===== src/rtl/mc_ctrl.sv =====
module mc_ctrl #(
  parameter int OPW = 6,
  parameter int STW = 4
) (
  input  logic           clk,
  input  logic           rst,
  input  logic [OPW-1:0] opcode,
  input  logic           eq_flag,
  output logic [STW-1:0] cur_state,
  output logic           ir_we,
  output logic           pc_we,
  output logic [1:0]     pc_src,
  output logic           a_we,
  output logic           b_we,
  output logic           aluout_we,
  output logic           mdr_we,
  output logic           mem_rd,
  output logic           mem_wr,
  output logic           addr_sel,
  output logic           alu_a_sel,
  output logic [2:0]     alu_b_sel,
  output logic [1:0]     alu_op,
  output logic           rf_we,
  output logic           rf_dst,
  output logic           rf_src
);
  localparam logic [OPW-1:0] OP_RR  = 6'b000000;
  localparam logic [OPW-1:0] OP_JMP = 6'b000010;
  localparam logic [OPW-1:0] OP_BEQ = 6'b000100;
  localparam logic [OPW-1:0] OP_ORI = 6'b001101;
  localparam logic [OPW-1:0] OP_LD  = 6'b100011;
  localparam logic [OPW-1:0] OP_ST  = 6'b101011;

  typedef enum logic [STW-1:0] {
    S_FETCH = 4'd0,  S_DEC   = 4'd1,  S_LDADR = 4'd2,  S_LDRD = 4'd3,
    S_LDWB  = 4'd4,  S_STADR = 4'd5,  S_STWR  = 4'd6,  S_RREX = 4'd7,
    S_RRWB  = 4'd8,  S_ORIEX = 4'd9,  S_ORIWB = 4'd10, S_BEQ  = 4'd11,
    S_JMP   = 4'd12
  } st_t;

  st_t state_q, state_d;

  assign cur_state = state_q;

  always_ff @(posedge clk) begin
    if (rst) state_q <= S_FETCH;
    else     state_q <= state_d;
  end

  always_comb begin
    state_d = S_FETCH;
    case (state_q)
      S_FETCH: state_d = S_DEC;
      S_DEC: begin
        case (opcode)
          OP_RR:   state_d = S_RREX;
          OP_ORI:  state_d = S_ORIEX;
          OP_LD:   state_d = S_LDADR;
          OP_ST:   state_d = S_STADR;
          OP_BEQ:  state_d = S_BEQ;
          OP_JMP:  state_d = S_JMP;
          default: state_d = S_FETCH;
        endcase
      end
      S_LDADR: state_d = S_LDRD;
      S_LDRD:  state_d = S_LDWB;
      S_STADR: state_d = S_STWR;
      S_RREX:  state_d = S_RRWB;
      S_ORIEX: state_d = S_ORIWB;
      default: state_d = S_FETCH;
    endcase
  end

  always_comb begin
    {ir_we, pc_we, pc_src, a_we, b_we, aluout_we, mdr_we, mem_rd, mem_wr,
     addr_sel, alu_a_sel, alu_b_sel, alu_op, rf_we, rf_dst, rf_src} = '0;
    if (!rst) begin
      case (state_q)
        S_FETCH: begin
          ir_we = 1'b1; mem_rd = 1'b1; pc_we = 1'b1;
          alu_b_sel = 3'd1;
        end
        S_DEC: begin
          a_we = 1'b1; b_we = 1'b1; aluout_we = 1'b1;
          alu_b_sel = 3'd3;
        end
        S_LDADR, S_STADR: begin
          alu_a_sel = 1'b1; alu_b_sel = 3'd2; aluout_we = 1'b1;
        end
        S_LDRD: begin
          mem_rd = 1'b1; addr_sel = 1'b1; mdr_we = 1'b1;
        end
        S_LDWB: begin
          rf_we = 1'b1; rf_src = 1'b1;
        end
        S_STWR: begin
          mem_wr = 1'b1; addr_sel = 1'b1;
        end
        S_RREX: begin
          alu_a_sel = 1'b1; alu_op = 2'd2; aluout_we = 1'b1;
        end
        S_RRWB: begin
          rf_we = 1'b1; rf_dst = 1'b1;
        end
        S_ORIEX: begin
          alu_a_sel = 1'b1; alu_b_sel = 3'd4; alu_op = 2'd3; aluout_we = 1'b1;
        end
        S_ORIWB: rf_we = 1'b1;
        S_BEQ: begin
          alu_a_sel = 1'b1; alu_op = 2'd1; pc_src = 2'd1; pc_we = eq_flag;
        end
        S_JMP: begin
          pc_src = 2'd2; pc_we = 1'b1;
        end
        default: ;
      endcase
    end
  end
endmodule


===== config.mk =====
export PLATFORM = sky130hd
export DESIGN_NAME = mc_ctrl
export DESIGN_NICKNAME = d
export VERILOG_FILES = /design/src/rtl/mc_ctrl.sv
export SDC_FILE = /design/constraint.sdc
export NUM_CORES = 1
export LEC_CHECK = 0
export BUFFER_PORTS_ARGS = -buffer_cell sky130_fd_sc_hd__buf_4
export CORE_MARGIN = 1
export CORE_UTILIZATION = 30
export DETAILED_ROUTE_END_ITERATION = 12
export REMOVE_ABC_BUFFERS = 1
export SETUP_SLACK_MARGIN = 0.5
export SKIP_LAST_GASP = 1
export SYNTH_ARGS = -nofsm -noshare
export SYNTH_HDL_FRONTEND = slang
export SYNTH_SLANG_ARGS = --single-unit

===== constraint.sdc =====
create_clock -name clk -period 1.6 [get_ports clk]
set_input_delay 0.08 -clock clk [delete_from_list [all_inputs] [get_ports clk]]
set_output_delay 0.08 -clock clk [all_outputs]
set_load 0.1 [all_outputs]

; ---- After elaboration in Yosys (flattened, before gate mapping)
; Cells that the tools add are included.
[classes]
n_mux = 32
n_reduce_logical = 9
n_eq_ne = 17
[ops]
columns = op, n
row1 = 4-bit case mux with 7 select lines, 1
row2 = 4-bit case mux with 6 select lines, 1
row3 = 1-bit 2-to-1 mux, 23
row4 = "4-bit equality test, second input constant", 5
row5 = "4-bit by 3-bit equality test with 1-bit output, second input constant", 4
row6 = "6-bit equality test, second input constant", 2
row7 = 3-bit case mux with 4 select lines, 1
row8 = 5-bit OR reduction, 2
row9 = "4-bit by 2-bit equality test with 1-bit output, second input constant", 2
row10 = 2-bit OR reduction, 4
row11 = "6-bit by 2-bit equality test with 1-bit output, second input constant", 1
row12 = "6-bit by 3-bit equality test with 1-bit output, second input constant", 1
row13 = "6-bit by 4-bit equality test with 1-bit output, second input constant", 1
row14 = 6-bit logical NOT, 1
row15 = 2-bit case mux with 3 select lines, 1
row16 = "4-bit by 1-bit equality test with 1-bit output, second input constant", 1
row17 = 4-bit logical NOT, 1
row18 = 2-bit 2-to-1 mux, 2
row19 = 2-bit case mux with 2 select lines, 1
row20 = 3-bit 2-to-1 mux, 1
row21 = 3-bit OR reduction, 1
row22 = 1-bit case mux with 2 select lines, 1
[word_totals]
reg_bits = 4
elab_cells = 59
output_inout_bits = 24
in_bits = 9

; ---- Depth between registers and ports, before layout
[logic_depth]
ltp_word = 4
depth_mapped = 5
ltp_nobuf = 4

; ---- Worst setup path before layout
; Ideal clock, no wire load.
[synth_timing]
kind = register to output
from = register state_q[3] (netlist: cur_state[3])
to = output port alu_b_sel[2]
path_stages_with_launch = 4
slack_ns = -2.691
n_path_buf = 1
arrival_time_ns = 4.211
cell_sequence = dfxtp_1 -> buf_2 -> nand2_1 -> nor4_1
[synth_between]
elab_chain_cells = 4
word_cells_on_any_way = 8
cone_classes = eq/ne: 4 / mux: 2 / reduce/logical: 2
[synth_rtl]
columns = element, line
row1 = from (decl), 41  ; st_t state_q, state_d;
row2 = from (signal assigned), 47  ; else state_q <= state_d;
row3 = 4-bit by 2-bit equality test with 1-bit output or 4-bit by 3-bit equality test with 1-bit output (tied branches), 78  ; case (state_q)
row4 = 2-bit OR reduction, -
row5 = 3-bit case mux with 4 select lines *, 78
row6 = 3-bit 2-to-1 mux *, 77  ; if (!rst) begin
row7 = to (decl), 21  ; output logic [2:0] alu_b_sel,
; Every way passes the cells marked *; elsewhere a longest branch is shown, timed or not.

; ---- Final worst setup path
[layout_timing]
from = register state_q[1] (netlist: cur_state[1])
to = output port aluout_we
[layout_between]
elab_chain_cells = 4
word_cells_on_any_way = 8
cone_classes = eq/ne: 5 / mux: 2 / reduce/logical: 1
[layout_rtl]
columns = element, line
row1 = 4-bit equality test (tied with other cells), 78
row2 = 5-bit OR reduction (no source line) *, -
row3 = 1-bit 2-to-1 mux *, 78
row4 = 1-bit 2-to-1 mux *, 77
row5 = to (decl), 15  ; output logic aluout_we,
; Marked as above.

==> impl_summary.md <==
Status
The run finished, with violations left. The checks that failed: setup timing.

Hold path
The class of the tightest hold or removal check is in2reg.

Layout
The layout net count is 145. 0 antenna diodes ended up in the layout. The flip-flop count of the largest register after layout is 4. From synthesis to final layout, the design area changed by 131%.

The filler cell count is 118. Cells fill between 70 and 80% of the core in the end. The share of layout cells above drive strength 1 is about 70%.

Yosys
Summing the sequential cell areas from Yosys gives around 14% of the chip area. The fraction of post-synthesis cell area in the top cell type by area is 14.1%. The cell count after synthesis is 88. The average footprint of a synthesized cell is 6.46 sq um. The netlist area before placement is 568 sq um. The largest area contributor in the synthesized netlist is sky130_fd_sc_hd__dfxtp_1.

The number of library cell types mapped by synthesis is 34. By area the synthesized netlist is led by sky130_fd_sc_hd__dfxtp_1 14%, sky130_fd_sc_hd__nor2_1 12%, sky130_fd_sc_hd__nor3_1 7.0%. Counting flops with an async set or reset pin after synthesis yields a share of 0%. Ranked by instance count, the synthesized netlist is headed by 18 x sky130_fd_sc_hd__nor2_1, 8 x sky130_fd_sc_hd__nor3_1, 7 x sky130_fd_sc_hd__a21oi_1. During synthesis, Yosys emitted a total of 0 warnings. Among all cell types in the netlist, the one instantiated most often is sky130_fd_sc_hd__nor2_1. The synthesized design contains 4 register bits. The predominant post-synthesis flop cell is sky130_fd_sc_hd__dfxtp_1. The synthesized design contains 0 enable-type register cells.

Power and ir drop
The design draws 635 uW. The peak supply drop is 0.368 mV. For this design the ratio of total power to cell area is 483 mW/mm^2. The leakage power summed over all cells is approximately 0.00052 uW.

Clock tree
The cell at the root of the clock tree is sky130_fd_sc_hd__clkbuf_4. After clock tree synthesis, the clock-pin slew on the worst setup and hold paths is 0.04 ns. The clock insertion delay at the later pin of the skew report is 0.25 ns. Clock tree synthesis found a total of 4 sinks. The number of H-tree branching levels is 1.

The total clock buffers created by CTS is 3. Counting along the longest clock path gives a buffer depth of 2. The clock tree from TritonCTS is built.

GRT
For this run, the total global-route usage over all layers was measured as 22.6%. The busiest layer in global routing is met2. For met3 alone, demand over resource in global routing was 1.98%. The global-route wire length before repair is 3.36 mm.

The met1 demand-to-capacity share in global routing is 22.6%. For met2 alone, demand over resource in global routing was between 40 and 50%. After global routing the overflow that remains totals 0.

Entering global routing, the biggest net connects 14 pins. The initial antenna violation count was 0. The via count of the first global-routing pass is a little under 800.

Placed design
The number of buffers added on ports is 32. OpenSTA, run right after detailed placement, puts the worst setup slack at 0.122 ns. The congestion estimate from routability-driven global placement came to 0.754. After legalization and detailed placement, the total HPWL measured 1.22 mm.

Detailed routing
The DRC violations left is 0. The sum of routed wire length over all layers is around 2.6 mm. The length of the first detailed-routing pass in iterations is 4. The vias after detailed routing is about 850.

For this block, the initial DRC count from the detailed router was 12. In the routed layout, each cell is associated on average with a via count of 5.35. Once detail routing completed, the nets flagged for antenna violations numbered 0. After detailed routing, the average wire length per cell comes to 16.1 microns.

Timing
The slew of the pin with the lowest slew margin is 0.267 ns. The final critical-path setup slack is -0.0950 ns. The final period demand of the worst path is between 1.5 and 2 ns. Timing would allow up to 590 MHz. In this run the tightest slew margin relative to its limit is 82.0%. Setup repair after global routing could not meet its margin everywhere.

The count of final max-slew check failures is 0. The number of failing hold endpoints at the final stage is 0. After routing, the total negative slack on setup checks comes to -0.321 ns.

The final number of setup-violating endpoints is 8. The share of the cycle needed by the critical path after routing is 106%. The setup skew after layout is 0.00913 ns.

Setup path
The critical path goes through or3b_4 > a21oi_2 > a21oi_1 > nor2_1 > buf_6. STA puts the critical path data required time at 1.52 ns. Together, buffers and inverters on the worst path number 1. Data on the critical path arrives at its endpoint at 1.61 ns. For this run, the slowest stage of the critical path takes 0.41 ns. Along the worst path, the maximum fanout reaches 6. The element type at the critical path start is a flip-flop. The setup check on the worst reg-to-reg path leaves a slack of 0.29 ns. On the critical path the largest part of the delay comes from simple AND/OR/NAND/NOR gates. The setup path with the least slack is of type reg2out.

The slowest library cell on the worst path is sky130_fd_sc_hd__or3b_4. The type of element capturing the critical path is a primary output.

Floorplan
The initial standard-cell utilization of the core is between 30% and 40%. The floorplan step set the die width to ~46 microns. The floorplan step defined a die boundary enclosing approximately 0.0021 sq mm. The standard-cell row count is 15.

The die is 45.5 microns tall. 33 I/O pins were placed. After floorplanning, the core was sized to cover between 0.0015 and 0.002 sq mm.

Flow run
The count of maximum capacitance violations is 0.
==> cells in the final DEF, fill, tap and decap left out, types with 2 or more instances in the layout <==
cell	netlist	routed
sky130_fd_sc_hd__buf_6	2	13
sky130_fd_sc_hd__nand2b_1	3	2
sky130_fd_sc_hd__nand2_2	0	2
sky130_fd_sc_hd__nor2_2	0	3
sky130_fd_sc_hd__a21oi_2	0	4
sky130_fd_sc_hd__buf_4	2	28
sky130_fd_sc_hd__nand2_1	5	3
sky130_fd_sc_hd__nor3_1	8	3
sky130_fd_sc_hd__nor2_1	18	8
sky130_fd_sc_hd__nor3_2	0	4
sky130_fd_sc_hd__clkbuf_4	0	3
sky130_fd_sc_hd__buf_12	0	11
sky130_fd_sc_hd__a31oi_1	3	3
sky130_fd_sc_hd__a21oi_1	7	3
sky130_fd_sc_hd__dfxtp_4	0	3
sky130_fd_sc_hd__nand4_1	2	2
sky130_fd_sc_hd__nand3_1	3	3
sky130_fd_sc_hd__nor2_4	0	7
==> report_power, final <==
group / total (uW) / switching, uW / leakage, uW / internal (uW)
registers: 107 / 6.09 / 0.0000352 / 101
clock network: 135 / 50.8 / 0.0000138 / 84.6
logic: 392 / 258 / 0.000470 / 134
==> worst register-to-register path, stage by stage, from the launching register on <==
cell and delay [ns]:
sky130_fd_sc_hd__dfxtp_4 0.38, sky130_fd_sc_hd__or3b_4 0.41, sky130_fd_sc_hd__buf_4 0.16, sky130_fd_sc_hd__a21o_1 0.15
sky130_fd_sc_hd__a31oi_1 0.15
==> area by class of cell <==
class,count,area (sq um),area share (%)
Inverter,2,11.3,0.857
Tap cell,25,31.3,2.38
Timing Repair Buffer,54,606,46.1
Sequential cell,4,92.6,7.05
Multi-Input combinational cell,71,551,41.9
Clock buffer,3,22.5,1.71
==> worst paths after layout <==
| check | from | endpoint | depth (start not counted) |
|---|---|---|---|
| setup reg to reg | cur_state[1] | cur_state[1] | 4 |
| hold / removal | rst | cur_state[1] | 2 |
| hold reg to reg | cur_state[2] | cur_state[1] | 4 |
| setup / recovery | cur_state[1] | aluout_we | 5 |
==> cell families (layout without fill, tap and decap cells) <==
family	after synthesis	in the layout	share of synthesized area, %
and+or+nand+nor	49	49	45.4
buffers and inverters	13	59	13.4
xor gates and xnor gates	2	2	3.08
AOI/OAI and AO/OA	20	20	24.0
DFF	4	4	14.1
==> stage by stage <==
stage	hold slack (ns)	area, sq um	cells
5_1_grt	0.119	1310	159
3_3_place_gp	0.354	816	140
6_report	0.108	1310	159
4_1_cts	0.106	1200	156
2_1_floorplan	0.149	499	77
3_5_place_dp	0.351	816	140
==> timing repair <==
action	4_1_cts	5_1_grt
pin swaps	9	9
endpoints found under the setup margin	26	26
gates resized for setup	70	23
hold buffers	0	0
buffers inserted	13	3
==> metal layers <==
layer / vias to the layer above / share of wire (%)
li1: 415 / -
met1: 392 / 39
met2: 38 / 54
met3: 6 / 4.7
met4: 0 / 2.4
met5: - / 0
(Power assumes the default switching activity.)
